`src/rtl/hb_osc_pkg.sv`:
```
package hb_osc_pkg;
  typedef enum logic [1:0] {
    ST_IDLE  = 2'd0,
    ST_START = 2'd1,
    ST_FALL  = 2'd2,
    ST_RISE  = 2'd3
  } osc_state_e;
endpackage

```
`src/rtl/hb_ss_decay.sv`:
```
module hb_ss_decay #(
  parameter int STEP_W    = 8,
  parameter int SS_START  = 128,
  parameter int SS_CYCLES = 4
) (
  input  logic              clk,
  input  logic              rst_n,
  input  logic              reload,
  input  logic              restart,
  input  logic              top_now,
  output logic [STEP_W-1:0] offset
);
  localparam int CNT_W = (SS_CYCLES > 1) ? $clog2(SS_CYCLES) : 1;
  localparam logic [CNT_W-1:0] CNT_LAST = CNT_W'(SS_CYCLES - 1);
  localparam logic [STEP_W-1:0] OFF_INIT = STEP_W'(SS_START);

  logic [CNT_W-1:0] tops_q;

  always_ff @(posedge clk or negedge rst_n) begin
    if (!rst_n) begin
      offset <= OFF_INIT;
      tops_q <= '0;
    end else if (reload || restart) begin
      offset <= OFF_INIT;
      tops_q <= '0;
    end else if (top_now) begin
      if (tops_q == CNT_LAST) begin
        offset <= offset >> 1;
        tops_q <= '0;
      end else begin
        tops_q <= tops_q + 1'b1;
      end
    end
  end

  // between reloads the offset only decays
  a_r8_offset_decays: assert property (@(posedge clk) disable iff (!rst_n)
    (!reload && !restart) |=> (offset <= $past(offset)));
endmodule

```
`src/rtl/hb_ramp_core.sv`:
```
module hb_ramp_core
  import hb_osc_pkg::*;
#(
  parameter int RAMP_W    = 16,
  parameter int STEP_W    = 8,
  parameter int K         = 256,
  parameter int FALL_STEP = 64
) (
  input  logic              clk,
  input  logic              rst_n,
  input  logic              run,
  input  logic [STEP_W:0]   step_eff,
  output osc_state_e        state,
  output logic [RAMP_W-1:0] ramp,
  output logic              side_hi,
  output logic              top_now,
  output logic              stb_q
);
  localparam logic [RAMP_W-1:0] TOP_V  = RAMP_W'(5 * K);
  localparam logic [RAMP_W-1:0] BOT_V  = RAMP_W'(3 * K);
  localparam logic [RAMP_W:0]   FALL_V = (RAMP_W+1)'(FALL_STEP);
  localparam logic [RAMP_W:0]   TURN_V = (RAMP_W+1)'(3 * K + FALL_STEP);

  logic [RAMP_W:0] up_sum;
  logic [RAMP_W:0] dn_val;
  logic            climbing;

  assign climbing = (state == ST_START) || (state == ST_RISE);
  assign up_sum   = {1'b0, ramp} + (RAMP_W+1)'(step_eff);
  assign dn_val   = {1'b0, ramp} - FALL_V;
  assign top_now  = run && climbing && (up_sum >= {1'b0, TOP_V});

  always_ff @(posedge clk or negedge rst_n) begin
    if (!rst_n) begin
      state   <= ST_IDLE;
      ramp    <= '0;
      side_hi <= 1'b0;
      stb_q   <= 1'b0;
    end else if (!run) begin
      state   <= ST_IDLE;
      ramp    <= '0;
      side_hi <= 1'b0;
      stb_q   <= 1'b0;
    end else begin
      unique case (state)
        ST_IDLE: begin
          state <= ST_START;
          ramp  <= '0;
          stb_q <= 1'b1;
        end
        ST_START, ST_RISE: begin
          if (top_now) begin
            ramp    <= TOP_V;
            state   <= ST_FALL;
            side_hi <= (state == ST_START) ? 1'b1 : ~side_hi;
            stb_q   <= 1'b1;
          end else begin
            ramp  <= up_sum[RAMP_W-1:0];
            stb_q <= 1'b0;
          end
        end
        ST_FALL: begin
          if ({1'b0, ramp} <= TURN_V) begin
            ramp  <= BOT_V;
            state <= ST_RISE;
            stb_q <= ~side_hi;
          end else begin
            ramp  <= dn_val[RAMP_W-1:0];
            stb_q <= 1'b0;
          end
        end
        default: state <= ST_IDLE;
      endcase
    end
  end

  // ramp never exceeds the upper threshold
  a_r5_ramp_capped: assert property (@(posedge clk) disable iff (!rst_n)
    ramp <= TOP_V);
  // halt returns the ramp to zero
  a_r6_halt_clears: assert property (@(posedge clk) disable iff (!rst_n)
    !run |=> (ramp == '0 && state == ST_IDLE));
  // leaving idle always opens a low-side charge phase from zero
  a_r2_start_first: assert property (@(posedge clk) disable iff (!rst_n)
    (state == ST_IDLE && run) |=> (state == ST_START && ramp == '0));
  // the fall phase only moves downward
  a_r4_fall_down: assert property (@(posedge clk) disable iff (!rst_n)
    (run && state == ST_FALL && $past(state) == ST_FALL) |-> (ramp < $past(ramp)));
endmodule

```
`src/rtl/hb_gate_decode.sv`:
```
module hb_gate_decode
  import hb_osc_pkg::*;
(
  input  logic       clk,
  input  logic       rst_n,
  input  osc_state_e state,
  input  logic       side_hi,
  input  logic       force_off,
  input  logic       stb_q,
  output logic       lo,
  output logic       ho,
  output logic       top_stb
);
  always_comb begin
    lo      = !force_off && ((state == ST_START) || (state == ST_RISE && !side_hi));
    ho      = !force_off && (state == ST_RISE) && side_hi;
    top_stb = !force_off && stb_q;
  end

  // gates are exclusive
  a_r3_exclusive: assert property (@(posedge clk) disable iff (!rst_n)
    !(lo && ho));
  // both gates off during the fall
  a_r4_dead_off: assert property (@(posedge clk) disable iff (!rst_n)
    (state == ST_FALL) |-> (!lo && !ho));
  // supervisor shutdown blanks everything at once
  a_r6_force_blank: assert property (@(posedge clk) disable iff (!rst_n)
    force_off |-> (!lo && !ho && !top_stb));
endmodule

```
`src/rtl/hb_ramp_osc.sv`:
```
module hb_ramp_osc
  import hb_osc_pkg::*;
#(
  parameter int RAMP_W    = 16,
  parameter int STEP_W    = 8,
  parameter int K         = 256,
  parameter int FALL_STEP = 64,
  parameter int SS_START  = 128,
  parameter int SS_CYCLES = 4
) (
  input  logic              clk,
  input  logic              rst_n,
  input  logic              en,
  input  logic [STEP_W-1:0] chg_step,
  input  logic              ss_restart,
  input  logic              force_off,
  output logic              lo,
  output logic              ho,
  output logic              top_stb,
  output logic [RAMP_W-1:0] ramp
);
  logic              run;
  logic [STEP_W-1:0] ss_off;
  logic [STEP_W:0]   step_sum;
  logic [STEP_W:0]   step_eff;
  osc_state_e        state;
  logic              side_hi;
  logic              top_now;
  logic              stb_q;

  assign run      = en && !force_off;
  assign step_sum = {1'b0, chg_step} + {1'b0, ss_off};
  assign step_eff = (step_sum == '0) ? (STEP_W+1)'(1) : step_sum;

  hb_ss_decay #(
    .STEP_W(STEP_W), .SS_START(SS_START), .SS_CYCLES(SS_CYCLES)
  ) u_ss (
    .clk(clk), .rst_n(rst_n), .reload(!run), .restart(ss_restart),
    .top_now(top_now), .offset(ss_off)
  );

  hb_ramp_core #(
    .RAMP_W(RAMP_W), .STEP_W(STEP_W), .K(K), .FALL_STEP(FALL_STEP)
  ) u_core (
    .clk(clk), .rst_n(rst_n), .run(run), .step_eff(step_eff),
    .state(state), .ramp(ramp), .side_hi(side_hi),
    .top_now(top_now), .stb_q(stb_q)
  );

  hb_gate_decode u_gate (
    .clk(clk), .rst_n(rst_n), .state(state), .side_hi(side_hi),
    .force_off(force_off), .stb_q(stb_q),
    .lo(lo), .ho(ho), .top_stb(top_stb)
  );

  // strobe lasts a single cycle
  a_r7_strobe_single: assert property (@(posedge clk) disable iff (!rst_n)
    (top_stb && !force_off) |=> !top_stb);
endmodule

```
`config.mk`:
```
export PLATFORM = sky130hd
export DESIGN_NAME = hb_ramp_osc
export DESIGN_NICKNAME = d
export VERILOG_FILES = /design/src/rtl/hb_osc_pkg.sv /design/src/rtl/hb_ss_decay.sv /design/src/rtl/hb_ramp_core.sv /design/src/rtl/hb_gate_decode.sv /design/src/rtl/hb_ramp_osc.sv
export SDC_FILE = /design/constraint.sdc
export NUM_CORES = 1
export LEC_CHECK = 0
export ABC_AREA = 1
export BUFFER_PORTS_ARGS = -buffer_cell sky130_fd_sc_hd__buf_2
export CORE_MARGIN = 8
export CORE_UTILIZATION = 30
export CTS_CLUSTER_DIAMETER = 120
export CTS_CLUSTER_SIZE = 40
export DETAILED_ROUTE_END_ITERATION = 10
export MAX_ROUTING_LAYER = met4
export PLACE_DENSITY = 0.52
export SLEW_MARGIN = 20
export SYNTH_ARGS = -nofsm -noshare
export SYNTH_HDL_FRONTEND = slang
export SYNTH_SLANG_ARGS = --single-unit
export TNS_END_PERCENT = 20
```
`constraint.sdc`:
```
create_clock -name clk -period 11.37 [get_ports clk]
set_clock_uncertainty 0.1 [all_clocks]
set_input_delay 0 -clock clk [delete_from_list [all_inputs] [get_ports clk]]
set_output_delay 0 -clock clk [all_outputs]
set_load 0.02 [all_outputs]
```
# Yosys cells after proc, flatten, opt, wreduce, memory -nomap -nowiden
# Cells that the tools add are included.
[word_totals]
regBits = 30
in_bits = 13
word_cells = 66
[classes]
add_sub_neg = 4
magnitude_cmp = 2
n_eq_ne = 8
muxes = 23
bitwise_logic = 1
n_reduce_logical = 22
[op_table]
columns = ["operator", "n"]
rows = [
  ["16-bit two-way mux", 3],
  ["16-bit case mux with 3 select lines", 1],
  ["8-bit two-way mux", 3],
  ["16-bit by 9-bit adder with 17-bit output", 1],
  ["17-bit by 11-bit >= comparator with 1-bit output (second input constant)", 1],
  ["16-bit by 10-bit <= comparator with 1-bit output (second input constant)", 1],
  ["16-bit by 7-bit subtractor with 16-bit output (second input constant)", 1],
  ["2-bit two-way mux", 6],
  ["8-bit by 8-bit adder with 9-bit output", 1],
  ["9-bit zero test", 1],
  ["9-bit two-way mux", 1],
  ["1-bit logical AND", 8],
  ["1-bit two-way mux", 7],
  ["2-bit equality test (second input constant)", 3],
  ["3-bit != test (second input constant)", 2],
  ["2-bit case mux with 3 select lines", 1],
  ["2-bit AND reduction", 3],
  ["2-bit != test (second input constant)", 2],
  ["2-bit nonzero test", 2],
  ["1-bit zero test", 3],
  ["1-bit logical OR", 3],
  ["1-bit case mux with 3 select lines", 1],
  ["2-bit by 1-bit adder with 2-bit output (second input constant)", 1],
  ["2-bit by 1-bit equality test with 1-bit output (second input constant)", 1],
  ["other kinds (3)", 3],
]

# Longest topological paths before layout
[depth]
depth_word = 9
mapped_depth = 28
ltp_nobuf = 28

# Hierarchy
# A second synthesis with hierarchy kept.
[unflattened]
cells_unflattened = 429
area_unflattened_um2 = 2884.0
[modules_own_cells]
columns = ["mod", "n_inst", "cells_each", "area_per_inst_um2"]
rows = [
  ["hb_ramp_core", 1, 286, 1879.3],
  ["hb_ss_decay", 1, 49, 486.7],
  ["hb_ramp_osc", 1, 86, 483.0],
  ["hb_gate_decode", 1, 8, 35.0],
]

# Least setup slack after synthesis
# No wires, ideal clock.
[synth_timing]
kind = "register to register"
startpoint = "reg u_ss.offset[0]"
endpoint = "reg u_ss.offset[0]"
arrival_ns = 3.467
setup_slack_ns = 7.686
path_stages_with_launch = 28
n_path_buf = 0
synth_period_minus_slack_ns = 3.684
path_cell_list = "dfrtp_1 ha_1 inv_1 fa_1 o21ai_0 a21oi_1 o21bai_1 nand2_1 nand2_1 a21oi_1 nand4_1 nand2_1 ha_1 fa_1 nand2_1 nand2_1 nand3_2 nand2_1 nand2_1 nand2_1 nand2_1 nand3_1 nor2_4 nand2_4 nand3_4 nand2_4 nand2_1 nand2_1"
[synth_via]
elab_chain_len = 8
[synth_lines]
columns = ["item", "line_no", "source"]
rows = [
  ["from (decl)", "hb_ss_decay.sv:11", "output logic [STEP_W-1:0] offset"],
  ["from (signal assigned)", "hb_ss_decay.sv:28", "offset <= offset >> 1;"],
  ["8-bit by 8-bit adder with 9-bit output *", "hb_ramp_osc.sv:32", "assign step_sum = {1'b0, chg_step} + {1'b0, ss_off};"],
  ["9-bit zero test", "hb_ramp_osc.sv:33", "assign step_eff = (step_sum == '0) ? (STEP_W+1)'(1) : step_sum;"],
  ["9-bit two-way mux *", "hb_ramp_osc.sv:33", ""],
  ["16-bit by 9-bit adder with 17-bit output *", "hb_ramp_core.sv:29", "assign up_sum = {1'b0, ramp} + (RAMP_W+1)'(step_eff);"],
  ["17-bit by 11-bit >= comparator with 1-bit output *", "hb_ramp_core.sv:31", "assign top_now = run && climbing && (up_sum >= {1'b0, TOP_V});"],
  ["1-bit logical AND *", "hb_ramp_core.sv:31", ""],
  ["2-bit nonzero test (no source line) *", "--", ""],
  ["2-bit AND reduction (no source line) *", "--", ""],
]
# Every way passes the cells marked *; elsewhere a longest branch is shown, timed or not.
# A chain may end at the register's enable or synchronous reset.

# Worst setup path after layout
[layout_timing]
startpoint = "reg u_ss.offset[0]"
endpoint = "reg u_ss.offset[1]"
# The elaborated chain is that of the path after synthesis.

==> out/metrics.cfg <==
[status]
status = complete, no violations

[global_route]
antenna_found_initial = 0
grt_pass1_wl_um = 12300
grt_start_max_net_pins = 31
grt_pass1_vias = 2695
grt_overflow = 0
grtUsageTotal_pct = 12.0

[synth]
synthTopCellsByArea = dfrtp_1 (26%), nand2_1 (18%), ha_1 (9.0%)
synth-edff-count = 0
synth_fa_ha_area_share_pct = 10.5
synthDistinctLibCells = 34
synth-simple-area-share_pct = 41.3
postSynthAreaPerCell_sq_um = 6.59
synthMuxAreaShare_pct = 0
yosys.cell_count.top_type = nand2_1
yosysWarnings = 0
synth_seq_cells = 30
syn-instance-count = 421
yosysTopAreaCellShare_pct = 26.1
synth-main-ff-cell = dfrtp_1
yosysTopAreaCell = dfrtp_1
synth_top_family_by_area = simple AND/OR/NAND/NOR gates
syn-num-nets = 456
synth-compound-area-share_pct = 6.27
synth_top_cells_by_count = nand2_1 (135), inv_1 (61), nor2_1 (39)
ys_seq_area_share_pct = 27.1
synth-xor-area-share_pct = 4.73
ys_async_sr_fraction_pct = 100
synth_area_sq_um = 2780

[critical_path]
cp-end-kind = register
worst-path-stages = 27
rr_endpoint = u_ss.offset[1]
required_ns = 11.44
cp_max_fo = 9
crit_top_cell = nand2_1
critPathCapture = u_ss.offset[1]
r2r_start = u_ss.offset[0]
r2r_slack_ns = 7.22
slowest_stage = fa_1
cp.arrival_ns = 4.22
path_buf_inv = 1
setup.worst_path.start_class = register
timing.critical_path.from = u_ss.offset[0]
worst-setup-path-type = register to register
slowest_delay_ns = 0.43
rr_worst_depth = 27
cp_top_family = simple AND/OR/NAND/NOR gates

[worst_hold_path]
min_path_type = primary input to register
min_path_cells = 3

[timing]
fin_crit_sh_pct = 36.5
slew_viol_final = 0
fin_tns_setup_ns = 0
rsz0062_at_grt = no
tightest_slew_ns = 0.872
slew_headroom_pct = 41.7
finalWorstSetupSlack_ns = 7.22
setup_viol_count_final = 0
fmax_ghz = 0.241
hold_viol = 0
fin_crit_ns = 4.15
holdWs_ns = 0.0279

[floorplanning]
die_area_sq_um = 12600
die_y_um = 112
fp.dieW_um = 112
rows = 35
initial_core_util_pct = 30.5
core_sq_um = 9110
io_pins = 32

[pwr]
vdd_drop_max_mv = 0.0519
power_mw = 0.242
powerDensity_nw_per_um2 = 77.1
leakage_nw = 1.78

[clocking]
cts.sinks = 30
post_cts_buffers = 0
h-tree-depth = 2
cts_hold_buf = 1
cts_buffers = 5
clockBufferDepth = 2
clk_pin_slew_ns = 0.07
cts_tree = built
cts_resized = 0
cts-root-buf = clkbuf_8
insertion_delay_ns = 0.28

[placed_design]
io_buffers = 31
pre_cts_slack_ns = 7.23
place_area_sq_um = 3040
hpwl_um = 5720
routabilityCongestion = 0.839

[final_layout]
diodes = 0
area_growth_pct = 13.0
final_cell_area_sq_um = 3140
drive_gt1_share_pct = 14.7
nets = 489

[route]
remaining_drc_errors = 0
wire_per_inst_um = 12.2
totalWireLength_um = 6890
dr.pass1.iters = 4
vias = 2641
vias_per_cell = 4.67
ant_nets = 0
drtIter0Drc = 77

[flow_run]
maxCapViolations = 0

-- cell families (layout without fill, tap and decap cells) --
logic type	Yosys count	after routing
buf+inv	72	106
fa+ha+maj	22	22
xor+xnor	15	15
compound gates	31	31
flops	30	30
simple gates	251	251
-- report_power, final --
group / switching [mW] / internal, mW / total, mW
Clock: 0.0423 / 0.0488 / 0.0911
Sequential: 0.00212 / 0.108 / 0.110
Combinational: 0.0265 / 0.0139 / 0.0403
Total: 0.0709 / 0.171 / 0.242
-- stage by stage --
| stage | std cells | util (%) |
|---|---|---|
| after floorplan | 421 | - |
| after global placement | 557 | 33.3 |
| after detailed placement | 557 | 33.3 |
| after CTS | 566 | 34.4 |
| final | 566 | 34.4 |
| after global routing | 566 | 34.4 |
-- cell type report --
| type | count | area, sq um |
|---|---|---|
| well taps | 111 | 139 |
| inverters | 66 | 249 |
| clock inverters | 1 | 5.00 |
| fillers | 1001 | 5970 |
| clock buffers | 7 | 86.3 |
| repair buffers | 32 | 165 |
| flip-flops and latches | 30 | 752 |
| multi-input cells | 319 | 1740 |
-- worst min-delay path: stages --
cell and delay [ns]:
buf_2 0.08, nor2_1 0.18, nand2_1 0.13
-- how the worst min path moves through the flow --
stage / startpoint / to / slack, ns
4_1_cts: ss_restart / u_ss.offset[7] / 0.03
6_report: ss_restart / u_ss.offset[7] / 0.03
5_1_grt: ss_restart / u_ss.offset[7] / 0.04
3_5_place_dp: rst_n / u_core.ramp[13] / 0.003
2_1_floorplan: rst_n / u_core.ramp[0] / -0.40
3_3_place_gp: rst_n / u_core.ramp[11] / -0.003
-- metal layers --
layer | vias to the layer above | track usage, % | part of all wire, %
met5 | - | - | 0
met4 | 0 | 3.51 | 1.6
met3 | 9 | 1.61 | 1.3
met2 | 26 | 20.3 | 47
met1 | 1207 | 14.7 | 50
li1 | 1399 | - | -
-- sequential cells by signal, summed over array words and instances (netlist names) --
register,cells
u_ss.offset,8
u_core.side_hi,1
u_ss.tops_q,2
u_core.state,2
u_core.ramp,16
u_core.stb_q,1
-- cells in the final DEF, fill, tap and decap left out, drive strengths merged --
master / n
o311ai: 1
nor2: 47
buf: 31
xnor2: 5
or2: 2
clkinv: 3
nand3b: 4
dfrtp: 29
nand4: 6
clkbuf: 7
inv: 64
a21oi: 15
nor4: 1
ha: 20
a31oi: 3
dlygate4sd3: 1
dfstp: 1
o22ai: 2
nand2: 147
nand3: 38
xor2: 10
fa: 2
o21ai: 7
a2111oi: 1
nor3: 6
o21bai: 2
Note: power is estimated with default switching activity, not from simulation.
